===== src/rtl/gpio_ctrl_pkg.sv =====
`timescale 1ns/1ps
// Package gpio_ctrl_pkg
// Shared register offsets and the decoded register select for the GPIO
// controller. It assumes byte offsets of at most 16 bits.
package gpio_ctrl_pkg;

    localparam logic [15:0] OFF_LEVEL = 16'h0000;
    localparam logic [15:0] OFF_RAISE = 16'h0004;
    localparam logic [15:0] OFF_LOWER = 16'h0008;
    localparam logic [15:0] OFF_DIR   = 16'h000C;

    typedef enum logic [2:0] {
        SEL_NONE  = 3'd0,
        SEL_LEVEL = 3'd1,
        SEL_RAISE = 3'd2,
        SEL_LOWER = 3'd3,
        SEL_DIR   = 3'd4
    } gpio_sel_e;

    // Map a byte offset to a register select; an unmapped offset gives SEL_NONE.
    function automatic gpio_sel_e decode_offset(input logic [15:0] off);
        gpio_sel_e sel;
        case (off)
            OFF_LEVEL: sel = SEL_LEVEL;
            OFF_RAISE: sel = SEL_RAISE;
            OFF_LOWER: sel = SEL_LOWER;
            OFF_DIR:   sel = SEL_DIR;
            default:   sel = SEL_NONE;
        endcase
        return sel;
    endfunction

endpackage


===== src/rtl/gpio_bit_order.sv =====
`timescale 1ns/1ps
// Module gpio_bit_order
// Maps a bus word to pin order. When MIRROR is set, bit i maps to bit
// W-1-i. The mapping is its own inverse, so the same module serves the
// write path and the read path. Purely combinational.
module gpio_bit_order #(
    parameter int W      = 32,
    parameter bit MIRROR = 1'b0
) (
    input  logic [W-1:0] src,
    output logic [W-1:0] dst
);

    generate
        if (MIRROR) begin : g_mirror
            for (genvar i = 0; i < W; i++) begin : g_bit
                // Reverse the position of each bit.
                assign dst[i] = src[W-1-i];
            end
        end else begin : g_straight
            // Keep the natural order.
            assign dst = src;
        end
    endgenerate

endmodule


===== src/rtl/gpio_in_sync.sv =====
`timescale 1ns/1ps
// Module gpio_in_sync
// Multi-stage synchroniser for the asynchronous pin levels. It assumes
// STAGES >= 2. Every stage clears on reset, so after reset the data word
// reads 0 until STAGES edges have passed.
module gpio_in_sync #(
    parameter int W      = 32,
    parameter int STAGES = 2
) (
    input  logic         clk,
    input  logic         rst_n,
    input  logic [W-1:0] pins,
    output logic [W-1:0] pins_sync
);

    logic [STAGES-1:0][W-1:0] chain;

    // Shift the pin sample one stage deeper on every edge.
    always_ff @(posedge clk) begin
        if (!rst_n) begin
            chain <= '0;
        end else begin
            chain <= {chain[STAGES-2:0], pins};
        end
    end

    assign pins_sync = chain[STAGES-1];

endmodule


===== src/rtl/gpio_out_regs.sv =====
`timescale 1ns/1ps
// Module gpio_out_regs
// Holds the output latch and the direction word, both in pin order.
// SETCLR_MODE chooses paired raise/lower updates or whole-word
// write-through. DIR_IS_OUT chooses the polarity of the direction word.
// It assumes the select is already decoded from the bus offset.
module gpio_out_regs
    import gpio_ctrl_pkg::*;
#(
    parameter int W           = 32,
    parameter bit SETCLR_MODE = 1'b1,
    parameter bit DIR_IS_OUT  = 1'b1
) (
    input  logic         clk,
    input  logic         rst_n,
    input  logic         wr_en,
    input  gpio_sel_e    sel,
    input  logic [W-1:0] wline,
    output logic [W-1:0] latch,
    output logic [W-1:0] dir_word,
    output logic [W-1:0] oe
);

    // Direction word that leaves every pin undriven.
    localparam logic [W-1:0] DIR_RESET = {W{~DIR_IS_OUT}};

    logic [W-1:0] latch_nxt;
    logic [W-1:0] dir_nxt;

    generate
        if (SETCLR_MODE) begin : g_pair
            // Paired mode: one word raises the marked pins, the other lowers them.
            always_comb begin
                latch_nxt = latch;
                if (wr_en) begin
                    case (sel)
                        SEL_RAISE: latch_nxt = latch | wline;
                        SEL_LOWER: latch_nxt = latch & ~wline;
                        default:   latch_nxt = latch;
                    endcase
                end
            end
        end else begin : g_through
            // Write-through mode: the level or raise offset replaces the whole latch.
            always_comb begin
                latch_nxt = latch;
                if (wr_en) begin
                    case (sel)
                        SEL_LEVEL,
                        SEL_RAISE: latch_nxt = wline;
                        default:   latch_nxt = latch;
                    endcase
                end
            end
        end
    endgenerate

    // Next direction word: replaced only by a write to the direction offset.
    always_comb begin
        dir_nxt = dir_word;
        if (wr_en && (sel == SEL_DIR)) begin
            dir_nxt = wline;
        end
    end

    // State update with synchronous reset to the safe, undriven state.
    always_ff @(posedge clk) begin
        if (!rst_n) begin
            latch    <= '0;
            dir_word <= DIR_RESET;
        end else begin
            latch    <= latch_nxt;
            dir_word <= dir_nxt;
        end
    end

    generate
        if (DIR_IS_OUT) begin : g_dir_out
            // A 1 in the direction word enables the driver.
            assign oe = dir_word;
        end else begin : g_dir_in
            // A 1 in the direction word marks an input, so invert it.
            assign oe = ~dir_word;
        end
    endgenerate

endmodule


===== src/rtl/gpio_read_mux.sv =====
`timescale 1ns/1ps
// Module gpio_read_mux
// Selects the pin-order value returned for a read. The lower offset and
// unmapped offsets return zero. Purely combinational.
module gpio_read_mux
    import gpio_ctrl_pkg::*;
#(
    parameter int W = 32
) (
    input  gpio_sel_e    sel,
    input  logic [W-1:0] pins_sync,
    input  logic [W-1:0] latch,
    input  logic [W-1:0] dir_word,
    output logic [W-1:0] rline
);

    // Choose the source of the read word by register select.
    always_comb begin
        case (sel)
            SEL_LEVEL: rline = pins_sync;
            SEL_RAISE: rline = latch;
            SEL_DIR:   rline = dir_word;
            default:   rline = '0;
        endcase
    end

endmodule


===== src/rtl/mmio_gpio_ctrl.sv =====
`timescale 1ns/1ps
// Module mmio_gpio_ctrl
// Top of the GPIO controller: decodes the offset, maps the bit order,
// synchronises the pins, and holds the output latch and direction word.
// It assumes DATA_W is 8, 16, 32 or 64 and ADDR_W is between 4 and 16.
// Reads are combinational from the address; writes act at the rising edge.
module mmio_gpio_ctrl
    import gpio_ctrl_pkg::*;
#(
    parameter int DATA_W      = 32,
    parameter int ADDR_W      = 4,
    parameter bit SETCLR_MODE = 1'b1,
    parameter bit DIR_IS_OUT  = 1'b1,
    parameter bit MIRROR      = 1'b0,
    parameter int SYNC_STAGES = 2
) (
    input  logic              clk,
    input  logic              rst_n,
    input  logic [ADDR_W-1:0] bus_addr,
    input  logic              bus_wr_en,
    input  logic [DATA_W-1:0] bus_wdata,
    output logic [DATA_W-1:0] bus_rdata,
    input  logic [DATA_W-1:0] gpio_i,
    output logic [DATA_W-1:0] gpio_o,
    output logic [DATA_W-1:0] gpio_oe
);

    gpio_sel_e         sel;
    logic [DATA_W-1:0] wline;
    logic [DATA_W-1:0] rline;
    logic [DATA_W-1:0] pins_sync;
    logic [DATA_W-1:0] latch;
    logic [DATA_W-1:0] dir_word;

    // Decode the byte offset once for both paths.
    assign sel = decode_offset(16'(bus_addr));

    gpio_bit_order #(.W(DATA_W), .MIRROR(MIRROR)) u_wmap (
        .src (bus_wdata),
        .dst (wline)
    );

    gpio_in_sync #(.W(DATA_W), .STAGES(SYNC_STAGES)) u_sync (
        .clk       (clk),
        .rst_n     (rst_n),
        .pins      (gpio_i),
        .pins_sync (pins_sync)
    );

    gpio_out_regs #(
        .W           (DATA_W),
        .SETCLR_MODE (SETCLR_MODE),
        .DIR_IS_OUT  (DIR_IS_OUT)
    ) u_regs (
        .clk      (clk),
        .rst_n    (rst_n),
        .wr_en    (bus_wr_en),
        .sel      (sel),
        .wline    (wline),
        .latch    (latch),
        .dir_word (dir_word),
        .oe       (gpio_oe)
    );

    gpio_read_mux #(.W(DATA_W)) u_rmux (
        .sel       (sel),
        .pins_sync (pins_sync),
        .latch     (latch),
        .dir_word  (dir_word),
        .rline     (rline)
    );

    gpio_bit_order #(.W(DATA_W), .MIRROR(MIRROR)) u_rmap (
        .src (rline),
        .dst (bus_rdata)
    );

    // Each pin drives the value held in its latch bit.
    assign gpio_o = latch;

endmodule


===== config.mk =====
export PLATFORM = sky130hd
export DESIGN_NAME = mmio_gpio_ctrl
export DESIGN_NICKNAME = d
export VERILOG_FILES = /design/src/rtl/gpio_ctrl_pkg.sv /design/src/rtl/gpio_bit_order.sv /design/src/rtl/gpio_in_sync.sv /design/src/rtl/gpio_out_regs.sv /design/src/rtl/gpio_read_mux.sv /design/src/rtl/mmio_gpio_ctrl.sv
export SDC_FILE = /design/constraint.sdc
export NUM_CORES = 1
export LEC_CHECK = 0
export BUFFER_PORTS_ARGS = -buffer_cell sky130_fd_sc_hd__buf_2
export CORE_UTILIZATION = 40
export CTS_CLUSTER_DIAMETER = 120
export DETAILED_ROUTE_END_ITERATION = 12
export PLACE_DENSITY = 0.66
export SYNTH_ARGS = -nofsm -noshare
export SYNTH_HDL_FRONTEND = slang
export SYNTH_SLANG_ARGS = --single-unit

===== constraint.sdc =====
create_clock -name clk -period 1.2 [get_ports clk]
set_input_delay 0.12 -clock clk [delete_from_list [all_inputs] [get_ports clk]]
set_output_delay 0.12 -clock clk [all_outputs]
set_load 0.01 [all_outputs]

== Word-level counts from Yosys, hierarchy flattened ==
Cells that the tools add are included.
Storage, ports and cells
  logic and storage cells: 21
  input port bits: 71
  register bits after elaboration: 128
Operators by class
  equal/unequal tests: 7
  bitwise gates (word level): 3
  reductions and logical operators: 4
  muxes and demuxes: 3
Operators by type and width (number)
  case mux 32 bit (3 select lines): 1
  case mux 32 bit (2 select lines): 1
  AND 32 bit: 1
  inverter 32 bit: 1
  OR 32 bit: 1
  case mux 3 bit (4 select lines): 1
  == test 4 bit (second input constant): 2
  == test 3 x 2 -> 1 bit (second input constant): 2
  == test 4 x 3 -> 1 bit (second input constant): 1
  zero test 4 bit: 1
  == test 3 x 1 -> 1 bit (second input constant): 1
  == test 3 bit (second input constant): 1
  AND reduction 2 bit: 1
  nonzero test 2 bit: 1
  logical AND 1 bit: 1

== Depth between registers and ports, before layout ==
  depth in word-level cells: 5
  gate-level depth with buffers: 5
  mapped depth without buffers: 3

== By module ==
Synthesis repeated with hierarchy kept, for this count alone.
Second synthesis, totals
  cell total of the unflattened synthesis: 671
  area total of the unflattened synthesis: 6566.3 µm²
By module, submodules not included
  gpio_out_regs: cells an instance 319, area each 3029.2 µm², instances 1
  gpio_in_sync: cells an instance 166, area each 2031.9 µm², instances 1
  gpio_read_mux: cells an instance 117, area each 992.2 µm², instances 1
  gpio_bit_order: cells an instance 32, area each 240.2 µm², instances 2
  mmio_gpio_ctrl: cells an instance 5, area each 32.5 µm², instances 1

== Worst setup path before layout ==
No wires, ideal clock.
  path type: input to output
  from: input port bus_addr[3]
  to: output port bus_rdata[12]
  setup slack: 63 ps
  data required time: 1080 ps
  arrival time: 1017 ps
  stages on the path: 4
  path buffers: 1
  cell sequence: nor4_2 -> clkbuf_1 -> a222oi_1 -> inv_1
On the way
  longest elaborated chain between the ends: 4
  elaborated cells on any way between the ends: 9
RTL lines
  start, declared: line mmio_gpio_ctrl.sv:19  | input logic [ADDR_W-1:0] bus_addr,
  == test 4 bit (tied with other cells): line gpio_ctrl_pkg.sv:23  | case (off)
  case mux 3 bit (4 select lines) (*): line gpio_ctrl_pkg.sv:23
  == test 3 bit (tied with other cells): line gpio_read_mux.sv:19  | case (sel)
  case mux 32 bit (3 select lines) (*): line gpio_read_mux.sv:19
  end, declared: line mmio_gpio_ctrl.sv:22  | output logic [DATA_W-1:0] bus_rdata,
Every way passes the cells marked *; elsewhere a longest branch is shown, timed or not.

== Worst setup path after layout ==
  from: register u_regs.dir_word[31]
  to: output port bus_rdata[31]
On the way
  longest elaborated chain between the ends: 1
RTL lines
  start, declared: line gpio_out_regs.sv:20  | output logic [W-1:0] dir_word,
  start signal, assigned: line gpio_out_regs.sv:73  | dir_word <= dir_nxt;
  case mux 32 bit (3 select lines): line gpio_read_mux.sv:19
No other way between the ends.

==> results.cfg <==
[cts]
cts.clk_slew.worst_paths_ns = 0.06
cts_root_buffer = clkbuf_16
numCtsBuffers = 17
cts_max_level = 4
cts_num_sinks = 128
cts_tree = yes
insertion_delay_ns = 0.41
cts_buffer_depth = 2

[logic_synthesis]
synth.avg_cell_area_sq_um = 9.83
synthCells = 497
synth-seq-cells = 128
synth_largest_area_cell = dfxtp_1
syn_area_sq_um = 4880
synth_fp_nets = 568
synth_seq_area_share_pct = 52.5
ys_warn_count = 0
synth_cell_types = 21
netlist_top_cells_area = dfxtp_1 (52%), and2_1 (8.2%), a222oi_1 (6.6%), mux2i_1 (6.6%), o21a_1 (5.1%)
netlist.area_leader.share_pct = 52.5

[sta]
worst_slack_ns = -0.232
finalHoldViolations = 0
max_slew_margin_pct = 78.7
skew_ns = 0.0107
setup_viol = 32
fin_crit_ns = 1.43
fmax_mhz = 698
grt_setup_unrepaired = yes
whs_ns = 0.0512
drv_slew = 0
worst_slew_pin_slew_ns = 0.319
finalCritPeriodShare_pct = 119

[setup_path]
rr_worst_depth = 3
cp_max_fo = 2
worstSetupStartpointType = flip-flop
crit_arrival_ns = 1.31
critPathCaptureType = output pin
cp.required_ns = 1.08
setup.worst_path.class = flip-flop to output pin

[floorplanning]
core-area_sq_um = 11700
dieArea_sq_um = 12700
fp.dieH_um = 112
fp.dieW_um = 112
start_util_pct = 41.9
ios = 167
rows = 39

[power_and_ir_drop]
power_density_nw_per_um2 = 1370
worst_ir_drop_vdd_v = 0.000897
leakagePower_nw = 3.60

[run_status]
outcome = finished with violations
violations = setup timing

[global_routing]
grt_max_degree = 52
groute.usage.overall_pct = 23.3
grt_pass1_wl_mm = 23.0
gr-total-overflow = 0
first_global_vias = 4698
antenna_found_initial = 0

[place]
gp_congestion = 0.757
portBuffers = 166
detailed_place_hpwl_mm = 8.84
dp.cells = 793

[drt]
viasPerCell = 5.16
ant_nets = 0
drt_pass1_iterations = 6
drc = 0
drt_iter0_drc = 406
wirelength_mm = 14.6
vias = 4672
routedWlPerCell_um = 16.1

[min_path]
whs_path_depth = 3
hold_path_class = input port to flip-flop

[finish]
final_net_count = 821
n_antenna_cell = 0
layoutNonFillerInstCount = 905
fill_cells = 945
area_delta_synth_final_pct = 52.7
layout-drive-gt1-share_pct = 36.1

[job]
cap_violations = 0
==> final cells by class <==
| type | instances | area (sq um) | area share (%) |
|---|---|---|---|
| sequential | 128 | 2600 | 34.9 |
| multi-input combinational | 296 | 2010 | 26.9 |
| timing repair buffer | 275 | 1990 | 26.7 |
| clock buffer | 24 | 472 | 6.32 |
| tap | 143 | 179 | 2.40 |
| inverter | 32 | 120 | 1.61 |
| clock inverter | 7 | 85.1 | 1.14 |
==> cell usage in the layout, fill, tap and decap left out <==
cell type      instances
o21ai_0               32
nor4bb_4               1
buf_4                 29
clkbuf_16             19
clkbuf_8               2
nor4_4                 1
bufinv_16              2
buf_2                162
a31oi_1               32
and3_2                 1
dlygate4sd3_1         64
buf_6                  8
mux2i_1               32
dfxtp_2               32
dfxtp_1               96
a222oi_1              32
clkbuf_1               5
inv_1                 32
buf_12                 7
nor2b_1                1
nor2b_4                1
and2_1                64
nand2_1               64
o21a_1                33
nor4b_4                1
nor3b_4                1
buf_8                  3
clkinv_2               5
==> Yosys cell counts (all sizes together) <==
cell type  instances
mux2i             32
clkbuf            25
and2              64
nor4               1
o21ai             32
nand2             64
buf               16
o21a              33
inv               32
a222oi            32
nor2b              2
nor4b              1
nor3b              1
a31oi             32
dfxtp            128
nor4bb             1
and3               1
==> worst max-delay path, cell delays in order (launching register included) <==
cell and delay, ns:
dfxtp_2 0.32, a222oi_1 0.33, inv_1 0.10, buf_2 0.15
==> repair_timing <==
action / 4_1_cts / 5_1_grt
gates resized for setup: 37 / 14
pin swaps: 9 / 11
hold buffers: 64 / 0
buffers inserted: 10 / 4
endpoints found under the setup margin: 32 / 32
gates cloned: 1 / 2
hold endpoints to repair: 76 / 0
==> path summary, 6_finish.rpt <==
check	slack [ns]	endpoint	start
worst max-delay path	-0.23	bus_rdata[31]	u_regs.dir_word[31]
worst min-delay path	0.05	u_regs.dir_word[10]	rst_n
worst max register to register	0.30	flip-flop	flip-flop
worst min register to register	0.43	u_sync.pins_sync[31]	u_sync.chain[31]
==> power by group <==
part | internal [mW] | switching (mW) | total (mW)
registers | 4.39 | 0.0533 | 4.44
logic | 0.481 | 0.398 | 0.879
clock network | 3.13 | 1.75 | 4.89
==> metal layers <==
metal | vias to the layer above | share of wire [%] | track usage (%)
met3 | 19 | 6.4 | 5.67
met1 | 2214 | 44 | 28.5
met5 | - | 0 | 0
li1 | 2249 | - | -
met2 | 190 | 48 | 38.8
met4 | 0 | 1.6 | 10.5
==> cells by family (layout without fill, tap and decap cells) <==
kind of cell / after synthesis / in the layout / share of synthesized area (%)
muxes: 32 / 32 / 6.56
DFF: 128 / 128 / 52.5
buffers and inverters: 73 / 338 / 6.99
and+or+nand+nor: 135 / 135 / 15.0
AOI/OAI and AO/OA: 129 / 129 / 19.0
==> through the flow <==
step	setup WS [ns]	utilization [%]	cell area [sq um]	TNS, ns	total power, mW
after detailed placement	-0.473	51.3	5990	-22.67	5.18
after global placement	-0.395	51.3	5990	-19.14	5.16
final	-0.232	64.0	7460	-5.80	10.2
after floorplan	0.0626	-	4880	0	4.85
after global routing	-0.302	64.0	7460	-7.94	10.6
after CTS	-0.226	62.8	7330	-6.09	10.2
No activity file was read; power rests on OpenSTA's default activity.
